--- config.mk ---
export PLATFORM = sky130hd
export DESIGN_NAME = change_ledger
export DESIGN_NICKNAME = d
export VERILOG_FILES = /design/src/rtl/change_pkg.sv /design/src/rtl/note_decoder.sv /design/src/rtl/change_policy.sv /design/src/rtl/sat_counter.sv /design/src/rtl/change_ledger.sv
export SDC_FILE = /design/constraint.sdc
export NUM_CORES = 1
export LEC_CHECK = 0
export ABC_AREA = 1
export BUFFER_PORTS_ARGS = -buffer_cell sky130_fd_sc_hd__buf_2
export CAP_MARGIN = 20
export CORE_MARGIN = 4
export CORE_UTILIZATION = 32
export CTS_CLUSTER_SIZE = 16
export DETAILED_ROUTE_END_ITERATION = 7
export GPL_ROUTABILITY_DRIVEN = 0
export PLACE_DENSITY_LB_ADDON = 0.2
export SETUP_SLACK_MARGIN = 0.15
export SLEW_MARGIN = 10
export SYNTH_ARGS = -nofsm -noshare
export SYNTH_HDL_FRONTEND = slang
export SYNTH_SLANG_ARGS = --single-unit
--- constraint.sdc ---
create_clock -name clk -period 8.34 [get_ports clk]
set_clock_uncertainty 0.1 [all_clocks]
set_input_delay 0.417 -clock clk [delete_from_list [all_inputs] [get_ports clk]]
set_output_delay 0.417 -clock clk [all_outputs]
set_load 0.1 [all_outputs]
--- src/rtl/change_pkg.sv ---
package change_pkg;
  localparam int CNT_W = 8;

  typedef enum logic [1:0] {
    NOTE_SKIP = 2'b00,
    NOTE_5    = 2'b01,
    NOTE_10   = 2'b10,
    NOTE_20   = 2'b11
  } note_e;

  typedef enum logic {
    ST_OPEN  = 1'b0,
    ST_SHORT = 1'b1
  } ledger_st_e;
endpackage

--- src/rtl/note_decoder.sv ---
module note_decoder
  import change_pkg::*;
(
  input  logic       valid_i,
  input  logic [1:0] code_i,
  output logic       is5_o,
  output logic       is10_o,
  output logic       is20_o
);
  note_e code;
  assign code = note_e'(code_i);

  always_comb begin
    is5_o  = 1'b0;
    is10_o = 1'b0;
    is20_o = 1'b0;
    if (valid_i) begin
      unique case (code)
        NOTE_5:  is5_o  = 1'b1;
        NOTE_10: is10_o = 1'b1;
        NOTE_20: is20_o = 1'b1;
        default: ;
      endcase
    end
  end
endmodule

--- src/rtl/change_policy.sv ---
module change_policy #(
  parameter int W = 8
) (
  input  logic         is5_i,
  input  logic         is10_i,
  input  logic         is20_i,
  input  logic [W-1:0] fives_i,
  input  logic [W-1:0] tens_i,
  output logic         short_o,
  output logic         inc5_o,
  output logic [1:0]   dec5_o,
  output logic         inc10_o,
  output logic         dec10_o
);
  localparam logic [W-1:0] THREE = W'(3);

  logic has5, has10, pair_ok, triple_ok;
  assign has5      = (fives_i != '0);
  assign has10     = (tens_i != '0);
  assign pair_ok   = has5 && has10;
  assign triple_ok = (fives_i >= THREE);

  always_comb begin
    short_o = 1'b0;
    inc5_o  = 1'b0;
    dec5_o  = 2'd0;
    inc10_o = 1'b0;
    dec10_o = 1'b0;
    if (is5_i) begin
      inc5_o = 1'b1;
    end else if (is10_i) begin
      if (has5) begin
        dec5_o  = 2'd1;
        inc10_o = 1'b1;
      end else begin
        short_o = 1'b1;
      end
    end else if (is20_i) begin
      if (pair_ok) begin
        dec5_o  = 2'd1;
        dec10_o = 1'b1;
      end else if (triple_ok) begin
        dec5_o  = 2'd3;
      end else begin
        short_o = 1'b1;
      end
    end
  end
endmodule

--- src/rtl/sat_counter.sv ---
module sat_counter #(
  parameter int W = 8
) (
  input  logic         clk,
  input  logic         rst_n,
  input  logic         zero_i,
  input  logic         inc_i,
  input  logic [1:0]   dec_i,
  output logic [W-1:0] count_o
);
  localparam int SW = W + 1;
  localparam logic [W-1:0] MAX = '1;

  logic [W-1:0]  count_q;
  logic [SW-1:0] sum;
  logic [W-1:0]  next;

  always_comb begin
    sum  = {1'b0, count_q} + SW'(inc_i) - SW'(dec_i);
    next = (sum > {1'b0, MAX}) ? MAX : sum[W-1:0];
  end

  always_ff @(posedge clk or negedge rst_n) begin
    if (!rst_n)      count_q <= '0;
    else if (zero_i) count_q <= '0;
    else             count_q <= next;
  end

  assign count_o = count_q;

  // the policy never takes more notes than are held
  assert_no_underflow_R5: assert property (@(posedge clk) disable iff (!rst_n)
    !zero_i |-> ({{(W-2){1'b0}}, dec_i} <= count_q));

  // at the top, a lone increment leaves the count at its maximum
  assert_saturate_R9: assert property (@(posedge clk) disable iff (!rst_n)
    (!zero_i && inc_i && dec_i == 2'd0 && count_q == MAX) |=> (count_q == MAX));
endmodule

--- src/rtl/change_ledger.sv ---
module change_ledger
  import change_pkg::*;
#(
  parameter int CNT_W = change_pkg::CNT_W
) (
  input  logic       clk,
  input  logic       rst_n,
  input  logic       clear_i,
  input  logic       note_valid_i,
  input  logic [1:0] note_code_i,
  output logic       note_ready_o,
  input  logic       seq_end_i,
  output logic       done_o,
  output logic       ok_o
);
  logic is5, is10, is20;
  logic short_n, inc5, inc10, dec10;
  logic [1:0] dec5;
  logic [CNT_W-1:0] fives, tens;
  ledger_st_e st_q;
  logic live, commit, short_now, done_q, ok_q;

  assign note_ready_o = 1'b1;

  note_decoder u_dec (
    .valid_i (note_valid_i & note_ready_o),
    .code_i  (note_code_i),
    .is5_o   (is5),
    .is10_o  (is10),
    .is20_o  (is20)
  );

  change_policy #(.W(CNT_W)) u_policy (
    .is5_i   (is5),
    .is10_i  (is10),
    .is20_i  (is20),
    .fives_i (fives),
    .tens_i  (tens),
    .short_o (short_n),
    .inc5_o  (inc5),
    .dec5_o  (dec5),
    .inc10_o (inc10),
    .dec10_o (dec10)
  );

  assign live      = (st_q == ST_OPEN) && !clear_i;
  assign commit    = live && !short_n;
  assign short_now = live && short_n;

  sat_counter #(.W(CNT_W)) u_fives (
    .clk     (clk),
    .rst_n   (rst_n),
    .zero_i  (clear_i),
    .inc_i   (commit & inc5),
    .dec_i   (commit ? dec5 : 2'd0),
    .count_o (fives)
  );

  sat_counter #(.W(CNT_W)) u_tens (
    .clk     (clk),
    .rst_n   (rst_n),
    .zero_i  (clear_i),
    .inc_i   (commit & inc10),
    .dec_i   ({1'b0, commit & dec10}),
    .count_o (tens)
  );

  always_ff @(posedge clk or negedge rst_n) begin
    if (!rst_n)         st_q <= ST_OPEN;
    else if (clear_i)   st_q <= ST_OPEN;
    else if (short_now) st_q <= ST_SHORT;
  end

  always_ff @(posedge clk or negedge rst_n) begin
    if (!rst_n) begin
      done_q <= 1'b0;
      ok_q   <= 1'b0;
    end else begin
      done_q <= seq_end_i && !clear_i;
      if (seq_end_i && !clear_i)
        ok_q <= (st_q == ST_OPEN) && !short_now;
    end
  end

  assign done_o = done_q;
  assign ok_o   = ok_q;

  assert_ready_high_R1: assert property (@(posedge clk) disable iff (!rst_n)
    note_ready_o);

  assert_ten_needs_five_R3: assert property (@(posedge clk) disable iff (!rst_n)
    (live && is10 && fives == '0) |=> (st_q == ST_SHORT));

  assert_pair_first_R4: assert property (@(posedge clk) disable iff (!rst_n)
    (live && is20 && fives != '0 && tens != '0) |=> (tens == $past(tens) - 1'b1));

  assert_skip_code_R6: assert property (@(posedge clk) disable iff (!rst_n)
    (!clear_i && !is5 && !is10 && !is20) |=> ($stable(fives) && $stable(tens)));

  assert_sticky_short_R7: assert property (@(posedge clk) disable iff (!rst_n)
    (st_q == ST_SHORT && !clear_i) |=> (st_q == ST_SHORT && $stable(fives) && $stable(tens)));

  assert_done_follows_R8: assert property (@(posedge clk) disable iff (!rst_n)
    (seq_end_i && !clear_i) |=> done_o);

  assert_done_single_R8: assert property (@(posedge clk) disable iff (!rst_n)
    !(seq_end_i && !clear_i) |=> !done_o);

  assert_clear_empties_R10: assert property (@(posedge clk) disable iff (!rst_n)
    clear_i |=> (fives == '0 && tens == '0 && st_q == ST_OPEN));
endmodule

After elaboration in Yosys (flattened, before gate mapping)
Index checks and enable logic that the tools add are counted. Widths: inputs -> output; s select.

Register bits after elaboration: 19. Input bits: 7. Output and inout bits: 3. Logic and storage cells: 64.

Add/sub/neg operators: 4. Magnitude comparators: 3. Eq/ne operators: 3. Mux-type cells: 33. Bitwise operators: 4. Reduce and logical (&&, ||, !) cells: 12.

Operator list (count): $mux 8 (4); $mux 1 (23); $add 8x1->9 (2); $gt 9x8->1 const B (2); $reduce_bool 8->1 (2); $mux 2 (6); $sub 9x1->9 (1); $sub 9x2->9 (1); $ge 8x2->1 const B (1); $logic_and 1x1->1 (6); $eq 2x2->1 const B (2); $and 1x1->1 (3); $logic_not 1->1 (3); $eq 2x1->1 const B (1); $reduce_bool 2->1 (1); $not 1->1 (1).

Logic depth before layout (Yosys ltp)
Depth in word-level cells: 14. Gate-level depth with buffers: 23. Mapped depth without buffers: 23.

Hierarchy
A second synthesis with hierarchy kept.

Cells, all modules: 293. Area, all modules: 1926.8 um^2.

Modules (own cells, without submodules): sat_counter (times used 2, cells each 111, area each 773.2 um^2, sequential area each 200.2 um^2); change_policy (times used 1, cells each 40, area each 185.2 um^2, sequential area each 0.0 um^2); change_ledger (times used 1, cells each 25, area each 172.7 um^2, sequential area each 75.1 um^2); note_decoder (times used 1, cells each 6, area each 22.5 um^2, sequential area each 0.0 um^2).

Worst setup path before layout
Ideal clock, no wire load.

Path type: reg2reg. From: register u_fives.count_q[7], in the netlist u_fives.count_o[7]. To: register u_fives.count_q[5], in the netlist u_fives.count_o[5]. Library setup time: 0.126 ns. Arrival time: 2.691 ns. Required time: 8.114 ns. Setup slack: 5.423 ns. Cell stages (with the launch flop): 23. Path buffers: 0. Period minus slack after synthesis: 2.917 ns. Path through: dfrtp_1 -> inv_1 -> ha_1 -> nand2_1 -> inv_1 -> nand3_1 -> nand2_1 -> nand3_1 -> nand4_1 -> nand2_1 -> ha_1 -> inv_1 -> ha_1 -> inv_1 -> fa_1 -> inv_1 -> nand2_1 -> nand2_2 -> nand2_4 -> nand2_2 -> nand2_1 -> nand2_2 -> a21oi_2.

Cells in the longest elaborated chain, start to end: 14. Elaborated cells between the ends (all ways): 24. Those cells by class: 2 x add/sub; 2 x order compare; 15 x mux; 1 x bitwise; 4 x reduce/logical.

RTL lines: start, declared (line sat_counter.sv:14) `logic [W-1:0] count_q;`; start signal, assigned (line sat_counter.sv:26) `else count_q <= next;`; $ge 8x2->1 or $reduce_bool 8->1 (tied branches) (line change_policy.sv:21, change_policy.sv:18); $mux 1 or $logic_and 1x1->1 (tied branches) (line change_policy.sv:42, change_policy.sv:20); $mux 1 (line change_policy.sv:39) `if (pair_ok) begin`; $mux 1 (line change_policy.sv:38) `end else if (is20_i) begin`; $mux 1 (line change_policy.sv:31) `end else if (is10_i) begin`; $mux 1 (line change_policy.sv:29) `if (is5_i) begin`; $logic_not 1->1 (line change_ledger.sv:47) `assign commit = live && !short_n;`; $logic_and 1x1->1 (line change_ledger.sv:47); $and 1x1->1 (line change_ledger.sv:54) `.inc_i (commit & inc5),`; $add 8x1->9 (line sat_counter.sv:19) `sum = {1'b0, count_q} + SW'(inc_i) - SW'(dec_i);`; $sub 9x2->9 (*) (line sat_counter.sv:19); $gt 9x8->1 (line sat_counter.sv:20) `next = (sum > {1'b0, MAX}) ? MAX : sum[W-1:0];`; $mux 8 (*) (line sat_counter.sv:20); $mux 8 (*) (line sat_counter.sv:25) `else if (zero_i) count_q <= '0;`.

Mark *: on every way between the ends. The rest lies on a longest branch, timed or not. A chain may end at the register's enable or synchronous reset.

Final worst setup path
From: register u_fives.count_q[3], in the netlist u_fives.count_o[3]. To: register u_fives.count_q[4], in the netlist u_fives.count_o[4].

Same word-level chain as after synthesis.

==> summary.md <==
| Metric | Value |
|---|---|
| Status | `finished, violations left` |
| Failing checks | `hold timing` |
| CTS buffer count | `3` |
| WS Path Type | `reg2reg` |
| Mapped Cells | `296` |
| Mapped Nets | `332` |
| CP top delay family | `simple AND/OR/NAND/NOR gates` |
| Antenna violations before repair | `0` |
| Worst path max stage delay | `0.40 ns` |
| Post-synth EDFFs | `0` |
| Routed Antenna Nets | `0` |
| Post-CTS Hold Buffers | `0` |
| Critical Path Start Type | `flop` |
| CP arrival | `3.34 ns` |
| Clk sink count | `19` |
| Top cells by area, synth | `dfrtp_1, ha_1, nand2_1` |
| CP Cell Sequence | `inv_1 -> ha_1 -> inv_1 -> nor2_1 -> nand3_1 -> nand2_1 -> nand3_1 -> nand4_1 -> nand2_1 -> ha_1 -> inv_1 -> ha_1 -> inv_1 -> fa_1 -> inv_1 -> nand2_1 -> nand2_2 -> nand2_4 -> nand2_2 -> nand2_2 -> nand3_1 -> nand2_1 -> inv_1` |
| PnR worst setup slack | `5.10 ns` |
| Root buf cell | `clkbuf_8` |
| Crit-path slowest cell | `dfrtp_1` |
| Worst min-delay path category | `in2async` |
| Post-synthesis sequential area ratio | `0.229` |
| Post-cts sizing count | `0` |
| Iter 0 DRT Violations | `20` |
| DR vias | `1736` |
| Syn_area_per_cell | `7.00 sq um` |
| # nets final | `342` |
| GRT overflow | `0` |
| Wirelength per Cell | `11.1 um` |
| Distinct cells, synth | `26` |
| RSZ-0062 raised after global routing | `false` |
| Die Area | `7830 sq um` |
| Syn Std Cell Area | `2070 sq um` |
| Max Root-Sink Buffers | `2` |
| Share of cells above drive strength 1 | `0.190` |
| Routed wire length | `4250 um` |
| Commonest cells post-synth | `nand2_1, inv_1, nand3_1` |
| Drt pass-1 iters | `4` |
| Minimum clock period after layout | `3.24 ns` |
| ANT cells | `0` |
| Tot GR Track Use | `0.127` |
| Post-synth top area cell | `dfrtp_1` |
| Async SR Flop Fraction | `1.00` |
| Crit path buffers/inverters | `6` |
| Count of final setup violators | `0` |
| Die Span Y | `88.5 um` |
| Critical Path RT | `8.44 ns` |
| Post-CTS setup buffers | `0` |
| CTS tree | `yes` |
| Ys Warns | `0` |
| Max-cap check violation count | `0` |
| CP max FO | `5` |
| Main flop type after synthesis | `dfrtp_1` |
| First-pass GRT wire length | `7870 um` |
| IO Count | `10` |
| Core area | `6310 sq um` |
| Setup TNS | `0 ns` |
| Vias per Instance | `4.54` |
| Vias in the first global route | `1781` |
| Residual DRC count | `0` |
| I/O Buffers | `8` |
| Clock Latency Late Sink | `0.26 ns` |
| Highest Clock Rate | `0.308 GHz` |
| Hold WS | `-0.00743 ns` |
| CP dominant cell by count | `inv_1` |
| DP HPWL | `3680 um` |
| Final Util | `0.355` |
| FP Rows | `29` |
| Clock slew at reported path FFs | `0.08 ns` |
| Slew Limit Fails | `0` |
| Hold Violations, Final | `12` |
| Top-count cell post-synth | `nand2_1` |
| Critical Path Sink Type | `flop` |
| Fin crit share | `0.389` |
| Initial Util | `0.328` |
| H-tree levels | `1` |
| Area Growth Syn to Fin | `7.97%` |
| Synth top area share | `0.229` |
| Die X | `88.5 um` |
| Yosys reg bits | `19` |
| Largest net degree at the start of global routing | `20` |
| Pre-CTS setup slack | `5.09 ns` |
==> cells by family after synthesis <==
group,after synthesis,share of synthesized area
AOI/OAI and AO/OA,16,0.0724
xor gates and xnor gates,4,0.0169
adders and majority gates,29,0.182
buffers and inverters,73,0.135
DFF,19,0.229
other,1,0.00181
and+or+nand+nor,154,0.362
==> cell type report <==
cell class	instances	area, sq um
well taps	77	96.3
flip-flops and latches	19	475
clock buffers	3	41.3
inverters	70	263
clock inverters	1	5.00
repair buffers	8	40.0
fillers	693	4080
multi-input cells	204	1320
==> registers in the layout, summed over array words and instances, names as in the netlist <==
register         count
u_fives.count_o      8
u_tens.count_o       8
done_o               1
ok_o                 1
st_q                 1
==> metrics by stage <==
| step | instance area, sq um | instances | hold slack [ns] |
|---|---|---|---|
| 3_5_place_dp | 2190 | 378 | 0.295 |
| 2_1_floorplan | 2070 | 296 | 0.0214 |
| 3_3_place_gp | 2190 | 378 | 0.295 |
| 4_1_cts | 2240 | 382 | 0.0119 |
| 6_report | 2240 | 382 | -0.00743 |
| 5_1_grt | 2240 | 382 | 0.0344 |
==> path summary, 6_finish.rpt <==
check	start	endpoint	slack [ns]	cells past startpoint
worst max-delay path	u_fives.count_o[3]	u_fives.count_o[4]	5.10	23
worst min-delay path	rst_n	u_fives.count_o[2]	-0.007	1
worst max register to register	u_fives.count_o[3]	u_fives.count_o[4]	5.10	23
worst min register to register	ok_o	ok_o	0.43	2
max in group asynchronous	rst_n	u_tens.count_o[3]	7.84	1
min in group clk	seq_end_i	done_o	0.28	3
==> cells in the final DEF (no fill, tap or decap), drive strengths merged, types with 3 or more instances in the layout <==
master  instances
nand2          85
nor2           23
ha             27
clkbuf          3
a21oi          14
inv            70
dfrtp          19
xor2            3
nand3          35
buf             8
nand4           8
==> routing by layer <==
metal | part of all wire | global-route usage | up-vias
met2 | 0.51 | 0.234 | 11
met4 | 0.0071 | 0.0234 | 0
met3 | 0.012 | 0.0196 | 2
met1 | 0.47 | 0.158 | 798
met5 | 0 | 0 | -
li1 | - | - | 925
==> worst register-to-register path: cells and delay by family, from the launching register on <==
kind	cells	cell delay, ns
adders and majority gates	4	1.06
and+or+nand+nor	13	1.20
buffers and inverters	6	0.43
DFF	1	0.40
Power is not shown: default switching activity piles up to over one toggle a cycle in this logic, so the estimate is an artifact.
